`src/rtl/dma_chan_pkg.sv`:
```
package dma_chan_pkg;
   typedef enum logic {
      XFER_BYTE = 1'b0,
      XFER_WORD = 1'b1
   } xfer_unit_e;
endpackage

```
`src/rtl/dma_addr_ctr.sv`:
```
module dma_addr_ctr #(
   parameter int W = 16
) (
   input  logic         clk,
   input  logic         rst_n,
   input  logic         load,
   input  logic [W-1:0] load_val,
   input  logic         reload,
   input  logic         adv,
   output logic [W-1:0] cur
);
   logic [W-1:0] base_q;
   logic [W-1:0] cur_q;

   if (W < 1) begin : g_bad_w
      $error("dma_addr_ctr: W must be at least 1");
   end

   always_ff @(posedge clk or negedge rst_n) begin
      if (!rst_n) begin
         base_q <= '0;
         cur_q  <= '0;
      end else if (load) begin
         base_q <= load_val;
         cur_q  <= load_val;
      end else if (adv && reload) begin
         cur_q  <= base_q;
      end else if (adv) begin
         cur_q  <= cur_q + 1'b1;
      end
   end

   assign cur = cur_q;

   assert_addr_step_R5: assert property (@(posedge clk) disable iff (!rst_n)
      (adv && !load && !reload) |=> (cur == $past(cur) + 1'b1));

   assert_addr_hold_R2: assert property (@(posedge clk) disable iff (!rst_n)
      (!adv && !load) |=> $stable(cur));
endmodule

```
`src/rtl/dma_cnt_ctr.sv`:
```
module dma_cnt_ctr #(
   parameter int W = 16
) (
   input  logic         clk,
   input  logic         rst_n,
   input  logic         load,
   input  logic [W-1:0] load_val,
   input  logic         reload,
   input  logic         adv,
   output logic         at_zero,
   output logic [W-1:0] residue
);
   logic [W-1:0] base_q;
   logic [W-1:0] cnt_q;

   if (W < 2) begin : g_bad_w
      $error("dma_cnt_ctr: W must be at least 2");
   end

   always_ff @(posedge clk or negedge rst_n) begin
      if (!rst_n) begin
         base_q <= '0;
         cnt_q  <= '0;
      end else if (load) begin
         base_q <= load_val;
         cnt_q  <= load_val;
      end else if (adv && reload) begin
         cnt_q  <= base_q;
      end else if (adv) begin
         cnt_q  <= cnt_q - 1'b1;
      end
   end

   assign at_zero = (cnt_q == '0);
   assign residue = cnt_q + 1'b1;

   assert_cnt_step_R6: assert property (@(posedge clk) disable iff (!rst_n)
      (adv && !load && !reload) |=> (residue == $past(residue) - 1'b1));
endmodule

```
`src/rtl/dma_phys_map.sv`:
```
module dma_phys_map
   import dma_chan_pkg::*;
#(
   parameter int         ADDR_W = 16,
   parameter int         PAGE_W = 8,
   parameter xfer_unit_e UNIT   = XFER_BYTE,
   localparam int        PHYS_W = ADDR_W + PAGE_W
) (
   input  logic [PAGE_W-1:0] page,
   input  logic [ADDR_W-1:0] addr,
   output logic [PHYS_W-1:0] phys
);
   if (PAGE_W < 2) begin : g_bad_page
      $error("dma_phys_map: PAGE_W must be at least 2");
   end

   if (UNIT == XFER_WORD) begin : g_word
      assign phys = {page[PAGE_W-1:1], addr, 1'b0};
   end else begin : g_byte
      assign phys = {page, addr};
   end
endmodule

```
`src/rtl/dma_chan_engine.sv`:
```
module dma_chan_engine
   import dma_chan_pkg::*;
#(
   parameter int         ADDR_W = 16,
   parameter int         CNT_W  = 16,
   parameter int         PAGE_W = 8,
   parameter xfer_unit_e UNIT   = XFER_BYTE,
   localparam int        PHYS_W = ADDR_W + PAGE_W
) (
   input  logic              clk,
   input  logic              rst_n,
   input  logic              cfg_load,
   input  logic [ADDR_W-1:0] cfg_addr,
   input  logic [CNT_W-1:0]  cfg_count,
   input  logic [PAGE_W-1:0] cfg_page,
   input  logic              cfg_autoinit,
   input  logic              mask_set,
   input  logic              mask_clr,
   input  logic              req,
   input  logic              ack,
   output logic              xfer_valid,
   output logic [PHYS_W-1:0] phys_addr,
   output logic              tc,
   output logic              masked,
   output logic [CNT_W-1:0]  residue
);
   logic [PAGE_W-1:0] page_q;
   logic              auto_q;
   logic              mask_q;
   logic              xfer;
   logic              cnt_zero;
   logic              reload;
   logic [ADDR_W-1:0] addr_cur;

   assign xfer   = ack && req && !mask_q && !cfg_load;
   assign reload = cnt_zero && auto_q;

   always_ff @(posedge clk or negedge rst_n) begin
      if (!rst_n) begin
         page_q <= '0;
         auto_q <= 1'b0;
      end else if (cfg_load) begin
         page_q <= cfg_page;
         auto_q <= cfg_autoinit;
      end
   end

   always_ff @(posedge clk or negedge rst_n) begin
      if (!rst_n) begin
         mask_q <= 1'b1;
      end else if (mask_set || (xfer && cnt_zero && !auto_q)) begin
         mask_q <= 1'b1;
      end else if (mask_clr) begin
         mask_q <= 1'b0;
      end
   end

   dma_addr_ctr #(.W(ADDR_W)) u_addr (
      .clk      (clk),
      .rst_n    (rst_n),
      .load     (cfg_load),
      .load_val (cfg_addr),
      .reload   (reload),
      .adv      (xfer),
      .cur      (addr_cur)
   );

   dma_cnt_ctr #(.W(CNT_W)) u_cnt (
      .clk      (clk),
      .rst_n    (rst_n),
      .load     (cfg_load),
      .load_val (cfg_count),
      .reload   (reload),
      .adv      (xfer),
      .at_zero  (cnt_zero),
      .residue  (residue)
   );

   dma_phys_map #(.ADDR_W(ADDR_W), .PAGE_W(PAGE_W), .UNIT(UNIT)) u_map (
      .page (page_q),
      .addr (addr_cur),
      .phys (phys_addr)
   );

   assign xfer_valid = xfer;
   assign tc         = xfer && cnt_zero;
   assign masked     = mask_q;

   assert_tc_last_unit_R7: assert property (@(posedge clk) disable iff (!rst_n)
      tc |-> (residue == CNT_W'(1)));

   assert_tc_masks_R8: assert property (@(posedge clk) disable iff (!rst_n)
      (tc && !auto_q && !cfg_load) |=> (masked && residue == '0));

   assert_auto_stays_open_R9: assert property (@(posedge clk) disable iff (!rst_n)
      (tc && auto_q && !cfg_load && !mask_set) |=> !masked);

   assert_masked_idle_R2: assert property (@(posedge clk) disable iff (!rst_n)
      masked |-> !xfer_valid);
endmodule

```
`config.mk`:
```
export PLATFORM = sky130hd
export DESIGN_NAME = dma_chan_engine
export DESIGN_NICKNAME = d
export VERILOG_FILES = /design/src/rtl/dma_chan_pkg.sv /design/src/rtl/dma_addr_ctr.sv /design/src/rtl/dma_cnt_ctr.sv /design/src/rtl/dma_phys_map.sv /design/src/rtl/dma_chan_engine.sv
export SDC_FILE = /design/constraint.sdc
export NUM_CORES = 1
export LEC_CHECK = 0
export BUFFER_PORTS_ARGS = -buffer_cell sky130_fd_sc_hd__buf_2
export CAP_MARGIN = 10
export CORE_MARGIN = 4
export CORE_UTILIZATION = 35
export CTS_CLUSTER_DIAMETER = 150
export DETAILED_ROUTE_END_ITERATION = 7
export GPL_TIMING_DRIVEN = 0
export PLACE_DENSITY = 0.61
export SYNTH_ARGS = -nofsm -noshare
export SYNTH_HDL_FRONTEND = slang
export SYNTH_HIERARCHICAL = 1
export SYNTH_SLANG_ARGS = --single-unit
```
`constraint.sdc`:
```
create_clock -name clk -period 3.2 [get_ports clk]
set_input_delay 0.16 -clock clk [delete_from_list [all_inputs] [get_ports clk]]
set_output_delay 0.16 -clock clk [all_outputs]
set_load 0.01 [all_outputs]
```
* Yosys cells after proc, flatten, opt, wreduce, memory -nomap -nowiden
Index checks and enable logic that the tools add are counted.
Storage, ports and cells: input bits 48, flip-flop bits (word level) 74, word-level logic and storage cells 32, output and inout port bits 43
Operators by class: add/subtract/negate cells 3, mux-type cells 8, reduce and logical (&&, ||, !) cells 14
Operators with widths (count):
- 16-bit two-way mux | 6
- 16-bit by 1-bit adder with 16-bit output (second input constant) | 2
- 16-bit zero test | 1
- 16-bit by 1-bit subtractor with 16-bit output (second input constant) | 1
- 1-bit logical AND | 7
- 1-bit zero test | 3
- 3-bit nonzero test | 1
- 1-bit two-way mux | 2
- 2-bit nonzero test | 1
- 1-bit logical OR | 1

* Depth between registers and ports, before layout
Gate-level depths: netlist of the first run.
word-level depth 7, depth in mapped cells 11, gate-level depth less buffers 9

* Modules after synthesis
Netlist of the first run, hierarchy kept.
By module, submodules not included:
- dma_cnt_ctr | area each 2065.7 µm², times used 1, cells each 241, seq. area each 800.8 µm²
- dma_addr_ctr | area each 1720.4 µm², times used 1, cells each 190, seq. area each 800.8 µm²
- dma_chan_engine | area each 407.9 µm², times used 1, cells each 27, seq. area each 251.5 µm²
- dma_phys_map | area each 180.2 µm², times used 1, cells each 24, seq. area each 0.0 µm²

* Worst setup path after synthesis of the first run
Ideal clock, no wire load.
path kind reg2reg, from register u_cnt.cnt_q[10], to register u_addr.cur_q[2], in the netlist u_addr/cur[2], required time 3.078 ns, buffers on the path 1, arrival time 2.837 ns, period minus slack after synthesis 2.959 ns, stages on the path, launching flop included 9, setup time 0.122 ns, slack 0.241 ns, path through dfrtp_1 or4_4 or3_4 nor4_1 and2_1 clkbuf_1 mux2_2 o221ai_1 nand2_1
Between the ends: word-level cells in the longest chain between the ends 5, elaborated cells between the ends (all ways) 6, classes of those cells 2 x mux; 4 x reduce/logical
RTL lines:
- start, declared | RTL line dma_cnt_ctr.sv:14 | logic [W-1:0] cnt_q;
- start signal, assigned | RTL line dma_cnt_ctr.sv:26 | cnt_q <= load_val;
- start signal, assigned | RTL line dma_cnt_ctr.sv:28 | cnt_q <= base_q;
- start signal, assigned | RTL line dma_cnt_ctr.sv:30 | cnt_q <= cnt_q - 1'b1;
- 16-bit zero test (*) | RTL line dma_cnt_ctr.sv:34 | assign at_zero = (cnt_q == '0);
- net cnt_zero | RTL line dma_chan_engine.sv:31 | logic cnt_zero;
- 1-bit logical AND (*) | RTL line dma_chan_engine.sv:36 | assign reload = cnt_zero && auto_q;
- net reload | RTL line dma_chan_engine.sv:32 | logic reload;
- 1-bit logical AND (*) | RTL line dma_addr_ctr.sv:26 | end else if (adv && reload) begin
- 16-bit two-way mux | RTL line dma_addr_ctr.sv:26
- 16-bit two-way mux | RTL line dma_addr_ctr.sv:23 | end else if (load) begin
- end signal, assigned | RTL line dma_addr_ctr.sv:25 | cur_q <= load_val;
- end signal, assigned | RTL line dma_addr_ctr.sv:27 | cur_q <= base_q;
- end signal, assigned | RTL line dma_addr_ctr.sv:29 | cur_q <= cur_q + 1'b1;
- end, declared | RTL line dma_addr_ctr.sv:13 | logic [W-1:0] cur_q;
Mark *: on every way through the listed nets, which the timed path passes. The rest lies on a longest branch. A chain may end at the register's enable or synchronous reset.

* Final worst setup path of the first run
from register u_cnt.cnt_q[10], to register u_cnt.cnt_q[6]
Between the ends: word-level cells in the longest chain between the ends 5, elaborated cells between the ends (all ways) 6, classes of those cells 2 x mux; 4 x reduce/logical
RTL lines:
- 16-bit zero test (*) | RTL line dma_cnt_ctr.sv:34
- net cnt_zero | RTL line dma_chan_engine.sv:31
- 1-bit logical AND (*) | RTL line dma_chan_engine.sv:36
- net reload | RTL line dma_chan_engine.sv:32
- 1-bit logical AND (*) | RTL line dma_cnt_ctr.sv:27 | end else if (adv && reload) begin
- 16-bit two-way mux | RTL line dma_cnt_ctr.sv:27
- 16-bit two-way mux | RTL line dma_cnt_ctr.sv:24 | end else if (load) begin
Marked as above.

==> run_results.csv, run 1 <==
group,metric,value,unit
route,drt_iter0_markers,340,
grt,use_met1,21.9,%
timing,slew_viol_final,0,
cts,cts_buffers,9,
grt,grt.total_usage,17.1,%
timing,rsz0062_at_grt,"false",
cts,clock-sinks,74,
synthesis,synth-edff-count,0,
grt,grt.overflow.total,0,
die,rows,40,
die,die_area,14400,sq um
status,status,"finished clean",
cts,clockRootBuffer,"clkbuf_16",
die,core,12100,sq um
die,ios,91,
synthesis,ys_types,62,
grt,grt_first_pass_wirelength,19.6,mm
finish,fin_nets,636,
route,vias,3913,
grt,grt_max_degree,46,
critical_path,crit_path_end_kind,"register",
cts,cts_tree,"built",
hold_path,hp-class,"in2reg",
grt,grt_busiest_layer,"met2",
timing,period_share,94.8,%
synthesis,synth-compound-area-share,18.4,%
synthesis,synthSimpleGateAreaFrac,18.8,%
cts,clk_pin_slew_worst_paths,60,ps
die,die_w,120,um
die,die_h,120,um
finish,final_cell_mix,"buf_2 (93), dfrtp_1 (73), nand2_1 (49)",
synthesis,synthArstFlopShare,100,%
timing,hold_violations,0,
die,initial_utilization,36.1,%
synthesis,synth_adder_area_share,0.858,%
finish,area_delta_synth_final,23.3,%
route,drtAntennaViolNets,0,
cts,clockBufferDepth,2,
placed_design,globalplace.congestion,0.846,
synthesis,netlist_instances,482,
power_and_ir_drop,power_density,474,nW/um^2
synthesis,synthesis.area,4370,sq um
synthesis,postSynthNetCount,533,
power_and_ir_drop,p_leak,2.41,nW
route,firstDrtPassIters,5,
timing,tightest_slew,664,ps
route,wl,12.0,mm
grt,use_met3,4.38,%
grt,grt_pass1_vias,3847,
critical_path,path_class,"reg2reg",
synthesis,synth_xor_xnor_area_share,5.21,%
route,routed_via_density,5.17,
finish,diodes,0,
timing,min_period,3030,ps
grt,grt_use_met2,28.2,%
placed_design,place_area,5060,sq um
route,remaining_drc_errors,0,
timing,relSlewSlack,55.7,%
cts,cts-htree-levels,3,
critical_path,start_kind,"register",
cts,clock_latency,340,ps
grt,grt_antenna_before_repair,0,
finish,final_common_cell,"buf_2",
critical_path,worstPathMaxFanout,10,
timing,setup_viol,0,
timing,finClkSkew,6.55,ps
synthesis,synth_ff_type,"dfrtp_1",
job,maxCapViolations,0,
synthesis,yosysSeqAreaShare,42.4,%
finish,fin_area,5400,sq um
placed_design,place_inst,741,
finish,drive_gt1_share,29.7,%
synthesis,synth_seq_cells,74,
critical_path,arrival,3230,ps
placed_design,numPortBuffers,90,
synthesis,synth_area_per_cell,9.08,sq um
power_and_ir_drop,vdd_drop_max,0.202,mV
finish,fin_cells,757,
synthesis,synthMuxAreaShare,3.78,%
synthesis,synth_top_family_by_area,"simple AND/OR/NAND/NOR gates",
placed_design,hpwl,8.73,mm
route,wl_per_cell,15.8,um
critical_path,crit_required,3400,ps
synthesis,yosysWarnings,6,
timing,fmax,0.330,GHz
-- logic make-up after synthesis --
kind of cell / Yosys count
and+or+nand+nor: 154
AOI/OAI and AO/OA: 117
buffers and inverters: 93
DFF: 74
xor gates and xnor gates: 26
muxes: 15
adders and majority gates: 3
-- cells in the mapped netlist, types with 5 or more instances --
cell	number	area, sq um
a2bb2oi_1	6	52.6
and3_1	5	31.3
nand4_1	6	37.5
nand3_1	18	90.1
nor4_1	7	43.8
clkbuf_1	22	82.6
inv_1	39	146
nor3_1	16	80.1
buf_4	24	180
xor2_1	7	61.3
nor2_1	24	90.1
dfrtp_1	73	1830
o221ai_1	15	131
nand2_1	50	188
xnor2_1	19	166
o21ai_0	49	245
mux2_2	12	135
a21oi_1	7	35.0
-- flip-flops by register name, summed over array words and instances, names as in the netlist --
name           cells
auto_q             1
masked             1
page_q             8
u_addr/base_q     16
u_addr/cur        16
u_cnt/base_q      16
u_cnt/cnt_q       16
-- final cells by class --
class / count / area (sq um)
plain buffers: 54 / 327
clock inverters: 2 / 10.0
repair buffers: 92 / 490
flip-flops and latches: 74 / 1850
clock buffers: 13 / 280
multi-input cells: 315 / 2080
well taps: 168 / 210
inverters: 39 / 146
fillers: 1238 / 6720
-- final timing paths --
check | depth (start not counted) | slack (ps) | startpoint | endpoint
worst max-delay path | 9 | 170 | u_cnt/cnt_q[10] | u_cnt/cnt_q[6]
worst min-delay path | 2 | 40 | mask_set | masked
worst max register to register | 9 | 170 | u_cnt/cnt_q[10] | u_cnt/cnt_q[6]
worst min register to register | 1 | 510 | page_q[1] | page_q[1]
max in group asynchronous | 3 | 2290 | rst_n | masked
min in group asynchronous | 2 | 300 | rst_n | u_cnt/cnt_q[12]
-- power by group --
group	internal [mW]	switching (mW)	leakage (nW)
Sequential	1.02	0.0766	0.897
Combinational	0.222	0.252	1.36
Clock	0.603	0.381	0.147
Total	1.85	0.710	2.41
-- routing by layer --
metal | vias to the layer above | part of all wire, %
met1 | 1841 | 43
met2 | 152 | 48
li1 | 1901 | -
met4 | 0 | 1.7
met3 | 19 | 6.5
met5 | - | 0
-- through the flow --
stage | utilization (%) | setup WS [ps] | power (mW) | setup TNS, ps | hold WS, ps
floorplan | - | 241 | 1.40 | 0 | -136
global placement | 41.6 | -510 | 1.57 | -9330 | 366
detailed placement | 41.8 | -573 | 1.59 | -11730 | 135
CTS | 44.5 | 0.111 | 2.58 | 0 | 25.9
global route | 44.5 | 46.4 | 2.70 | 0 | 39.6
finish | 44.5 | 167 | 2.56 | 0 | 37.7
-- timing repair --
action | 4_1_cts | 5_1_grt
cloned | 0 | 0
endpoints found under the setup margin | 32 | 8
buffers inserted | 0 | 0
hold buffers | 1 | 0
gates resized for setup | 7 | 5
endpoints found under the hold margin | 29 | 0
pin swaps | 0 | 2
-- critical path, stage by stage, from the launching register on --
cell	delay, ps
dfrtp_1	460
or4_4	600
or3_4	430
nor4_4	240
and2_4	270
and2_1	240
clkbuf_4	270
nor2_1	60
a32oi_1	220
o31ai_1	100
No activity file was read; power rests on OpenSTA's default activity.
==> inputs of run 2 (changes only) <==
--- a/config.mk
+++ b/config.mk
@@ -11,7 +11,7 @@
 export CORE_UTILIZATION = 35
 export CTS_CLUSTER_DIAMETER = 150
 export DETAILED_ROUTE_END_ITERATION = 7
-export GPL_TIMING_DRIVEN = 0
+export GPL_TIMING_DRIVEN = 1
 export PLACE_DENSITY = 0.61
 export SYNTH_ARGS = -nofsm -noshare
 export SYNTH_HDL_FRONTEND = slang
==> run 2 against run 1 <==
The flow now finishes with violations (negative hold slack). Via count down 5.9%. Hold slack worse by 66 ps. Wire length down 6.4%. Critical path depth unchanged. Utilization down 2.4 points. Non-clock buffer count down 42.
==> run_results.csv, run 2 (synthesized netlist as in run 1, its figures left out) <==
group,metric,value,unit
status,status,"complete, but fails checks",
status,violations,"negative hold slack",
route,vias,3684,
die,ios,91,
route,wl_per_cell,15.7,um
hold_path,hp-class,"in2async",
critical_path,reg2reg_slack,270,ps
finish,fin_nets,594,
timing,rsz0062_at_grt,"false",
die,die_h,120,um
critical_path,critPathMaxStageDelay,570,ps
grt,grt_pass1_vias,3588,
die,die_w,120,um
route,wl,11.2,mm
finish,final_common_cell,"buf_2",
die,rows,40,
timing,slew_viol_final,0,
timing,tns,0,ps
finish,area_delta_synth_final,16.7,%
route,met1_length,4.90,mm
timing,relSlewSlack,35.4,%
grt,grt_first_pass_wirelength,18.1,mm
timing,period_share,91.6,%
route,remaining_drc_errors,0,
power_and_ir_drop,power_density,480,nW/um^2
critical_path,crit_required,3420,ps
placed_design,globalplace.congestion,0.835,
power_and_ir_drop,p_leak,2.25,nW
cts,clock-sinks,74,
critical_path,start_kind,"register",
route,firstDrtPassIters,4,
route,routed.top_layer,"met4",
route,met2WireLength,5.59,mm
timing,finClkSkew,11.2,ps
critical_path,path_class,"reg2reg",
critical_path,crit_path_end_kind,"register",
route,routed_via_density,5.15,
critical_path,worstPathMaxFanout,8,
cts,cts_hold_buf,0,
timing,setup_viol,0,
placed_design,hpwl,7.84,mm
timing,fmax,0.341,GHz
placed_design,place_area,4820,sq um
die,die_area,14400,sq um
grt,grt_max_degree,80,
placed_design,numPortBuffers,90,
die,initial_utilization,36.1,%
cts,cts_tree,"built",
timing,hold_violations,27,
route,wl_met3,690,um
critical_path,critPathBufInv,1,
timing,finalHoldWorstSlack,-27.9,ps
job,maxCapViolations,0,
timing,tightest_slew,969,ps
power_and_ir_drop,vdd_drop_max,0.376,mV
route,drtAntennaViolNets,0,
critical_path,path_cells,"or4_4 -> or3_4 -> nor4_2 -> and2_1 -> nand2_1 -> buf_4 -> a21boi_0 -> a211o_1 -> nand3_1",
cts,clockBufferDepth,2,
cts,clockRootBuffer,"clkbuf_16",
cts,cts-htree-levels,3,
critical_path,crit_family,"simple AND/OR/NAND/NOR gates",
timing,min_period,2930,ps
grt,grt_antenna_before_repair,0,
cts,cts_buffers,9,
critical_path,arrival,3150,ps
finish,fin_area,5100,sq um
finish,drive_gt1_share,27.6,%
grt,grt.overflow.total,0,
cts,clk_pin_slew_worst_paths,60,ps
grt,grt.total_usage,15.7,%
critical_path,cp_slowest_cell,"or4_4",
cts,clock_latency,340,ps
finish,final_cell_mix,"buf_2 (88), dfrtp_1 (73), nand2_1 (50)",
finish,diodes,0,
route,drt_iter0_markers,299,
die,core,12100,sq um
[run 2: metrics by stage]
stage / hold WS, ps / instances / power, mW / utilization, % / worst slack (ps)
3_3_place_gp: 368 / 700 / 1.52 / 39.8 / 286
3_5_place_dp: 371 / 700 / 1.53 / 39.8 / 236
6_report: -27.9 / 716 / 2.45 / 42.1 / 270
5_1_grt: 23.1 / 716 / 2.59 / 42.1 / 76.9
4_1_cts: 9.86 / 716 / 2.49 / 42.1 / 200
2_1_floorplan: -136 / 482 / 1.40 / - / 241
[run 2: worst paths after layout]
| kind | startpoint | end | depth (start not counted) |
|---|---|---|---|
| worst min-delay path | rst_n | u_cnt/cnt_q[11] | 1 |
| worst max register to register | u_cnt/cnt_q[10] | u_addr/cur[14] | 9 |
| worst max-delay path | u_cnt/cnt_q[10] | u_addr/cur[14] | 9 |
| min in group clk | mask_set | masked | 2 |
| max in group asynchronous | rst_n | u_cnt/base_q[5] | 1 |
| worst min register to register | page_q[3] | page_q[3] | 1 |
[run 2: per-layer routing]
layer / track usage, % / vias to the layer above
li1: - / 1804
met1: 19.6 / 1766
met2: 26.2 / 110
met3: 4.76 / 4
met4: 4.65 / 0
met5: 0 / -
[run 2: cell type report]
type	count	area [sq um]
Fill cell	1242	7010
Multi-Input combinational cell	315	2060
Sequential cell	74	1850
Timing Repair Buffer	104	561
Clock buffer	11	243
Tap cell	168	210
Inverter	39	146
Clock inverter	5	30.0
[run 2: what timing repair did]
| action | in CTS | in global routing |
|---|---|---|
| endpoints found under the setup margin | 0 | 1 |
| setup buffers | 0 | 0 |
| resized for setup | 0 | 1 |
[run 2: worst reg2reg max path: cells and delay by family (launching register included)]
family	cells	cell delay [ps]
buffers and inverters	1	260
DFF	1	380
and+or+nand+nor	6	1890
AOI/OAI and AO/OA	2	300
[run 2: report_power, final]
part | total (mW) | internal (mW) | switching (mW)
registers | 1.11 | 1.02 | 0.0858
logic | 0.405 | 0.181 | 0.224
clock network | 0.935 | 0.542 | 0.394
